**config.mk**
```make
export PLATFORM = sky130hd
export DESIGN_NAME = hc_lane
export DESIGN_NICKNAME = d
export VERILOG_FILES = /design/src/rtl/lane_pkg.sv /design/src/rtl/hc_phase_ctr.sv /design/src/rtl/hc_serializer.sv /design/src/rtl/lb_router.sv /design/src/rtl/hc_lane.sv
export SDC_FILE = /design/constraint.sdc
export NUM_CORES = 1
export LEC_CHECK = 0
export ABC_CLOCK_PERIOD_IN_PS = 1100
export BUFFER_PORTS_ARGS = -buffer_cell sky130_fd_sc_hd__clkbuf_2
export CAP_MARGIN = 20
export CORE_AREA = 3 3 40 42
export CTS_CLUSTER_SIZE = 8
export DETAILED_ROUTE_END_ITERATION = 10
export DIE_AREA = 0 0 43 45
export GPL_ROUTABILITY_DRIVEN = 0
export PLACE_DENSITY = 0.69
export SYNTH_ARGS = -nofsm -noshare
export SYNTH_HDL_FRONTEND = slang
export SYNTH_SLANG_ARGS = --single-unit
```
**constraint.sdc**
```tcl
create_clock -name clk -period 1.1 [get_ports clk]
set_input_delay 0.165 -clock clk [delete_from_list [all_inputs] [get_ports clk]]
set_output_delay 0.165 -clock clk [all_outputs]
set_load 0.05 [all_outputs]
```
**src/rtl/lane_pkg.sv**
```systemverilog
// Package: shared types for the half-character lane.
// Assumes the two mode pins are static or change only between bit clocks.
package lane_pkg;

    typedef enum logic [1:0] {
        LB_NONE = 2'd0,   // normal lane operation
        LB_PAR  = 2'd1,   // transmit routed to receiver, line output held high
        LB_SER  = 2'd2,   // line input retimed and sent back out
        LB_BOTH = 2'd3    // line input passed straight out, transmit to receiver
    } lb_mode_e;

    // Maps the active-high parallel pin and the active-low serial pin to a mode.
    function automatic lb_mode_e lb_decode(input logic par_on, input logic ser_off_n);
        lb_mode_e m;
        case ({par_on, ser_off_n})
            2'b01:   m = LB_NONE;
            2'b11:   m = LB_PAR;
            2'b00:   m = LB_SER;
            default: m = LB_BOTH;
        endcase
        return m;
    endfunction

endpackage

```
**src/rtl/hc_phase_ctr.sv**
```systemverilog
// Module: hc_phase_ctr
// Counts bit positions 0..HALF_W-1 inside a half-character and flags the last one.
// Assumes HALF_W >= 2. The count restarts at 0 on synchronous active-low reset.
module hc_phase_ctr #(
    parameter int HALF_W = 5
) (
    input  logic clk,
    input  logic rst_n,
    output logic last
);
    localparam int CW = (HALF_W > 2) ? $clog2(HALF_W) : 1;
    localparam logic [CW-1:0] LAST_V = CW'(HALF_W - 1);

    logic [CW-1:0] cnt;

    assign last = (cnt == LAST_V);

    // Advance the bit position, wrapping after the last bit.
    always_ff @(posedge clk) begin
        if (!rst_n)
            cnt <= '0;
        else if (last)
            cnt <= '0;
        else
            cnt <= cnt + CW'(1);
    end


    phase_wrap_chk: assert property (@(posedge clk) disable iff (!rst_n)
        last |=> (cnt == '0));


    single_last_chk: assert property (@(posedge clk) disable iff (!rst_n)
        last |=> !last);

endmodule

```
**src/rtl/hc_serializer.sv**
```systemverilog
// Module: hc_serializer
// Holds one half-character and shifts the previous one out LSB first.
// Assumes `load` pulses once per HALF_W cycles. Idle fill is logic 1.
module hc_serializer #(
    parameter int HALF_W = 5
) (
    input  logic              clk,
    input  logic              rst_n,
    input  logic              load,
    input  logic [HALF_W-1:0] tx_half,
    output logic              tx_bit
);
    logic [HALF_W-1:0] hold;
    logic [HALF_W-1:0] shreg;
    logic              tx_q;

    assign tx_bit = tx_q;

    // Capture the parallel half-character at each load edge.
    always_ff @(posedge clk) begin
        if (!rst_n)
            hold <= '1;
        else if (load)
            hold <= tx_half;
    end

    // Reload from the holding register, otherwise shift right with 1 fill.
    always_ff @(posedge clk) begin
        if (!rst_n)
            shreg <= '1;
        else if (load)
            shreg <= hold;
        else
            shreg <= {1'b1, shreg[HALF_W-1:1]};
    end

    // Register the outgoing bit.
    always_ff @(posedge clk) begin
        if (!rst_n)
            tx_q <= 1'b1;
        else
            tx_q <= shreg[0];
    end


    hold_capture_chk: assert property (@(posedge clk) disable iff (!rst_n)
        load |=> (hold == $past(tx_half)));


    reload_chk: assert property (@(posedge clk) disable iff (!rst_n)
        load |=> (shreg == $past(hold)));

endmodule

```
**src/rtl/lb_router.sv**
```systemverilog
// Module: lb_router
// Picks the line output and the receiver bit from the loopback mode.
// Assumes the retime flop always samples the line input, whatever the mode.
module lb_router
    import lane_pkg::*;
(
    input  logic     clk,
    input  logic     rst_n,
    input  lb_mode_e mode,
    input  logic     tx_bit,
    input  logic     ser_i,
    output logic     ser_o,
    output logic     rx_bit
);
    logic rt_q;

    // One-stage retiming of the line input for serial loopback.
    always_ff @(posedge clk) begin
        if (!rst_n)
            rt_q <= 1'b1;
        else
            rt_q <= ser_i;
    end

    // Select the output and receive sources for each mode.
    always_comb begin
        case (mode)
            LB_NONE: begin ser_o = tx_bit; rx_bit = ser_i;  end
            LB_PAR:  begin ser_o = 1'b1;   rx_bit = tx_bit; end
            LB_SER:  begin ser_o = rt_q;   rx_bit = ser_i;  end
            default: begin ser_o = ser_i;  rx_bit = tx_bit; end
        endcase
    end


    par_hold_chk: assert property (@(posedge clk) disable iff (!rst_n)
        (mode == LB_PAR) |-> (ser_o && (rx_bit == tx_bit)));


    retime_chk: assert property (@(posedge clk) disable iff (!rst_n)
        ((mode == LB_SER) && $past(rst_n)) |-> (ser_o == $past(ser_i)));


    pass_chk: assert property (@(posedge clk) disable iff (!rst_n)
        (mode == LB_BOTH) |-> ((ser_o == ser_i) && (rx_bit == tx_bit)));

endmodule

```
**src/rtl/hc_lane.sv**
```systemverilog
// Module: hc_lane (top)
// One lane: phase counter, half-character serializer and loopback router.
// Assumes all inputs are synchronous to clk. Reset is synchronous active low.
module hc_lane
    import lane_pkg::*;
#(
    parameter int HALF_W = 5
) (
    input  logic              clk,
    input  logic              rst_n,
    input  logic [HALF_W-1:0] tx_half,
    output logic              load_ack,
    input  logic              par_lb,
    input  logic              ser_lb_n,
    input  logic              ser_i,
    output logic              ser_o,
    output logic              rx_bit
);
    logic     last;
    logic     tx_bit;
    lb_mode_e mode;

    assign mode     = lb_decode(par_lb, ser_lb_n);
    assign load_ack = last;

    hc_phase_ctr #(.HALF_W(HALF_W)) u_ctr (
        .clk   (clk),
        .rst_n (rst_n),
        .last  (last)
    );

    hc_serializer #(.HALF_W(HALF_W)) u_ser (
        .clk     (clk),
        .rst_n   (rst_n),
        .load    (last),
        .tx_half (tx_half),
        .tx_bit  (tx_bit)
    );

    lb_router u_rt (
        .clk    (clk),
        .rst_n  (rst_n),
        .mode   (mode),
        .tx_bit (tx_bit),
        .ser_i  (ser_i),
        .ser_o  (ser_o),
        .rx_bit (rx_bit)
    );


    normal_rx_chk: assert property (@(posedge clk) disable iff (!rst_n)
        (mode == LB_NONE) |-> (rx_bit == ser_i));

endmodule

```
Yosys cells after proc, flatten, opt, wreduce, memory -nomap -nowiden
Index checks and enable logic that the tools add are counted.

cells by class
  $add $sub $neg = 1
  equality and inequality tests = 5
  muxes and demuxes = 4
  bitwise operators = 1
  reductions and logical operators = 5

operator list
  kind                                                 number
  one-hot mux 2 bit (3 select lines)                   1
  equality test 2 x 1 -> 1 bit, second input constant  2
  equality test 2 bit, second input constant           2
  zero test 2 bit                                      2
  2-to-1 mux 4 bit                                     1
  OR reduction 2 bit                                   2
  adder 3 x 1 -> 3 bit, second input constant          1
  equality test 3 bit, second input constant           1
  one-hot mux 1 bit (3 select lines)                   1
  AND reduction 2 bit                                  1
  2-to-1 mux 1 bit                                     1
  NOT 1 bit                                            1

word-level totals
  register bits = 15
  bits of input ports = 10
  output and inout port bits = 3
  logic and storage cells = 22

Depth between registers and ports, before layout
  word-level depth = 5
  mapped depth = 6
  mapped depth without buffers = 5

By module
From an unflattened synthesis, not the netlist that was laid out.

unflattened totals
  cell total of the unflattened synthesis = 55
  area total of the unflattened synthesis = 581.8 µm²

by module, submodules not included
  module         instances  cells an instance  area an instance (µm²)  seq. area each (µm²)
  hc_serializer  1          33                 374.1                   220.2
  hc_phase_ctr   1          14                 138.9                   60.1
  lb_router      1          6                  61.3                    20.0
  hc_lane        1          2                  7.5                     0.0

Worst setup path before layout
Ideal clock, no wire load.

  path kind = register to output
  start = register u_ser.tx_q (netlist: u_ser.tx_bit)
  end = output port ser_o
  data arrival time = 1,136 ps
  data required time = 935 ps
  setup slack = -201 ps
  stages on the path, launching flop included = 3
  path buffers = 0
  cells stage by stage = dfxtp_1 mux2i_1 mux2i_1

between the ends
  longest elaborated chain between the ends = 1

ends and longest elaborated chain
  element                             line                 source
  from (decl)                         hc_serializer.sv:15  logic tx_q;
  from (signal assigned)              hc_serializer.sv:42  tx_q <= shreg[0];
  one-hot mux 1 bit (3 select lines)  lb_router.sv:27      case (mode)
  to (decl)                           hc_lane.sv:16        output logic ser_o,

Every way passes these cells.

Final worst setup path
  start = register u_ctr.cnt[1]
  end = output port load_ack

between the ends
  longest elaborated chain between the ends = 1

ends and longest elaborated chain
  element                 line                source
  from (decl)             hc_phase_ctr.sv:14  logic [CW-1:0] cnt;
  from (signal assigned)  hc_phase_ctr.sv:25  cnt <= cnt + CW'(1);
  equality test 3 bit     hc_phase_ctr.sv:16  assign last = (cnt == LAST_V);
  to (decl)               hc_lane.sv:12       output logic load_ack,

Every way passes these cells.

==> qor.yml <==
setup_tns_ns: -0.542
grtUsageTotal: 0.145
synth-adder-area-share: 0.0407
n_antenna_cell: 0
dieHeight_um: 45
yosysTopAreaCell: "dfxtp_1"
drt-wirelength-per-cell_um: 13.0
synth_edf_count: 0
ys_warn_count: 0
synth_flop_cell: "dfxtp_1"
fin_crit_ns: 1.26
setup_ws_ns: -0.161
start_kind: "flip-flop"
pin_count: 13
max-vdd-ir-drop_uv: 737
crit_type: "reg -> out"
critical_path.max_fanout: 2
ys_ff_latch: 15
hold_path_depth: 2
cts_buffer_depth: 2
final_layout_size_suffix_gt1_frac: 0.429
synthMuxAreaShare: 0.0508
via_per_inst: 5.21
leakagePower_nw: 0.421
grt-ovfl-total: 0
synth_common_cells: "15 x dfxtp_1, 12 x inv_1, 10 x nand3_1, 9 x o211ai_1"
tritoncts: "yes"
regArea_um2: 304
synth-compound-area-share: 0.122
ys_async_sr_fraction: 0
ff2ff_setup_slack_ns: -0.03
dieArea_um2: 1940
hp-start: "ser_i"
ctsHoldBuffers: 0
area_growth_pct: 34.6
rows: 13
synth_top_area_share: 0.488
critPathCaptureType: "output port"
yosysSeqAreaShare: 0.488
nFillCells: 109
num_vias: 516
slew_viol_final: 0
multi_input_area_um2: 265
crit_required_ns: 0.94
hold_path_class: "in -> reg"
synth_area_um2: 616
r2r-start: "u_ctr.cnt[1]$_SDFF_PP0_"
clk_latency_ns: 0.28
initialDrtViolationCount: 5
grt_pass1_wl_um: 2040
violations: "setup timing"
root_buffer: "clkbuf_4"
max-cap-violations: 0
die_x_um: 43
relSlewSlack: 0.804
io_buffers: 12
path_clk_slew_ns: 0.09
antenna_found_initial: 0
whs_ns: 0.108
clock-sinks: 15
fin_util: 0.645
synth_top_family_by_area: "simple AND/OR/NAND/NOR gates"
skew_ns: 0.00686
initial_core_util: 0.479
drt_wl_total_um: 1290
fmax_mhz: 793
post-route-drc-count: 0
reg2reg_depth: 7
h-tree-depth: 1
synth_xor_area_frac: 0
reg2reg_to: "u_ser.hold[4]$_SDFFE_PN1P_"
cts_buffers: 3
core_um2: 1280
first_global_vias: 490
grt_max_degree: 16
hold_end: "u_rt.rt_q$_SDFF_PN1_"
yosysMostFrequentCell: "dfxtp_1"
grt_setup_unrepaired: "true"
powerDensity_nw_per_um2: 1310
hold_viol: 0
synth_area_per_cell_um2: 9.62
antenna_left: 0
fin_nets: 97
status: "finished, violations left"
period_share: 1.15
tightest_slew_ns: 0.293
first_pass_iters: 4
synth_fp_nets: 76
yosys.area_share.simple: 0.169
synth_cell_types: 17
cp.arrival_ns: 1.10
ys_top_cells_by_area: "dfxtp_1 49%, o211ai_1 11%, nand3_1 8.1%"
finalSetupViolCount: 12
syn_inst: 64
post-dp-hpwl_um: 818
-- kinds of logic after synthesis --
group | Yosys count
buf+inv | 16
fa+ha+maj | 2
mux | 3
simple gates | 18
compound gates | 10
flops | 15
-- worst max-delay path by stage --
stage / from / endpoint
after floorplan: u_ser.tx_bit$_SDFF_PN1_ / ser_o
after global placement: u_ctr.cnt[0]$_SDFF_PP0_ / load_ack
after detailed placement: u_ctr.cnt[0]$_SDFF_PP0_ / load_ack
after CTS: u_ctr.cnt[1]$_SDFF_PP0_ / load_ack
after global routing: u_ctr.cnt[1]$_SDFF_PP0_ / load_ack
final: u_ctr.cnt[1]$_SDFF_PP0_ / load_ack
-- cell usage in the layout (no fill, tap or decap), types with 2 or more instances in the layout --
cell / count
buf_4: 6
inv_1: 9
and3_1: 2
buf_6: 2
clkbuf_4: 3
o211ai_1: 9
dfxtp_2: 3
nand2b_1: 2
inv_2: 2
dfxtp_1: 12
clkbuf_2: 9
nand3_1: 10
-- where the power goes --
part / switching (mW) / internal, mW / total, mW
sequential: 0.0126 / 0.567 / 0.580
combinational: 0.103 / 0.0961 / 0.199
clock: 0.170 / 0.141 / 0.310
-- stage by stage --
| step | instances | instance area (µm²) | setup WS [ns] | power [mW] |
|---|---|---|---|---|
| global placement | 92 | 701 | -0.000546 | 0.728 |
| CTS | 99 | 828 | -0.160 | 1.08 |
| finish | 99 | 828 | -0.161 | 1.09 |
| detailed placement | 92 | 701 | -0.0746 | 0.737 |
| global route | 99 | 828 | -0.205 | 1.13 |
| floorplan | 64 | 619 | 0.000971 | 0.687 |
-- metal layers --
layer | track usage | share of wire | vias up
met5 | 0 | 0 | -
met4 | 0.0723 | 0.012 | 0
met3 | 0.0518 | 0.061 | 4
met2 | 0.249 | 0.50 | 15
met1 | 0.159 | 0.42 | 245
li1 | - | - | 252
-- critical path: stages, from the launching register on --
cell and delay, ns:
dfxtp_2 0.34, inv_2 0.04, ha_4 0.16, nand2_4 0.07, inv_4 0.04, clkbuf_16 0.16
-- layout make-up --
class | instances | area share
Clock buffer | 4 | 0.0317
Inverter | 12 | 0.0574
Sequential cell | 15 | 0.367
Multi-Input combinational cell | 33 | 0.320
Timing Repair Buffer | 20 | 0.201
Tap cell | 15 | 0.0227
-- sequential cells by signal (all words and copies together), names as in the netlist --
signal / cells
u_ctr.cnt: 3
u_rt.rt_q: 1
u_ser.hold: 5
u_ser.shreg: 5
u_ser.tx_bit: 1
-- timing repair --
| item | CTS | global route |
|---|---|---|
| buffers inserted | 3 | 1 |
| gates resized for setup | 22 | 2 |
| endpoints found under the setup margin | 12 | 14 |
| cloned | 0 | 0 |
| pin swaps | 4 | 2 |
No activity file was read; power rests on OpenSTA's default activity.
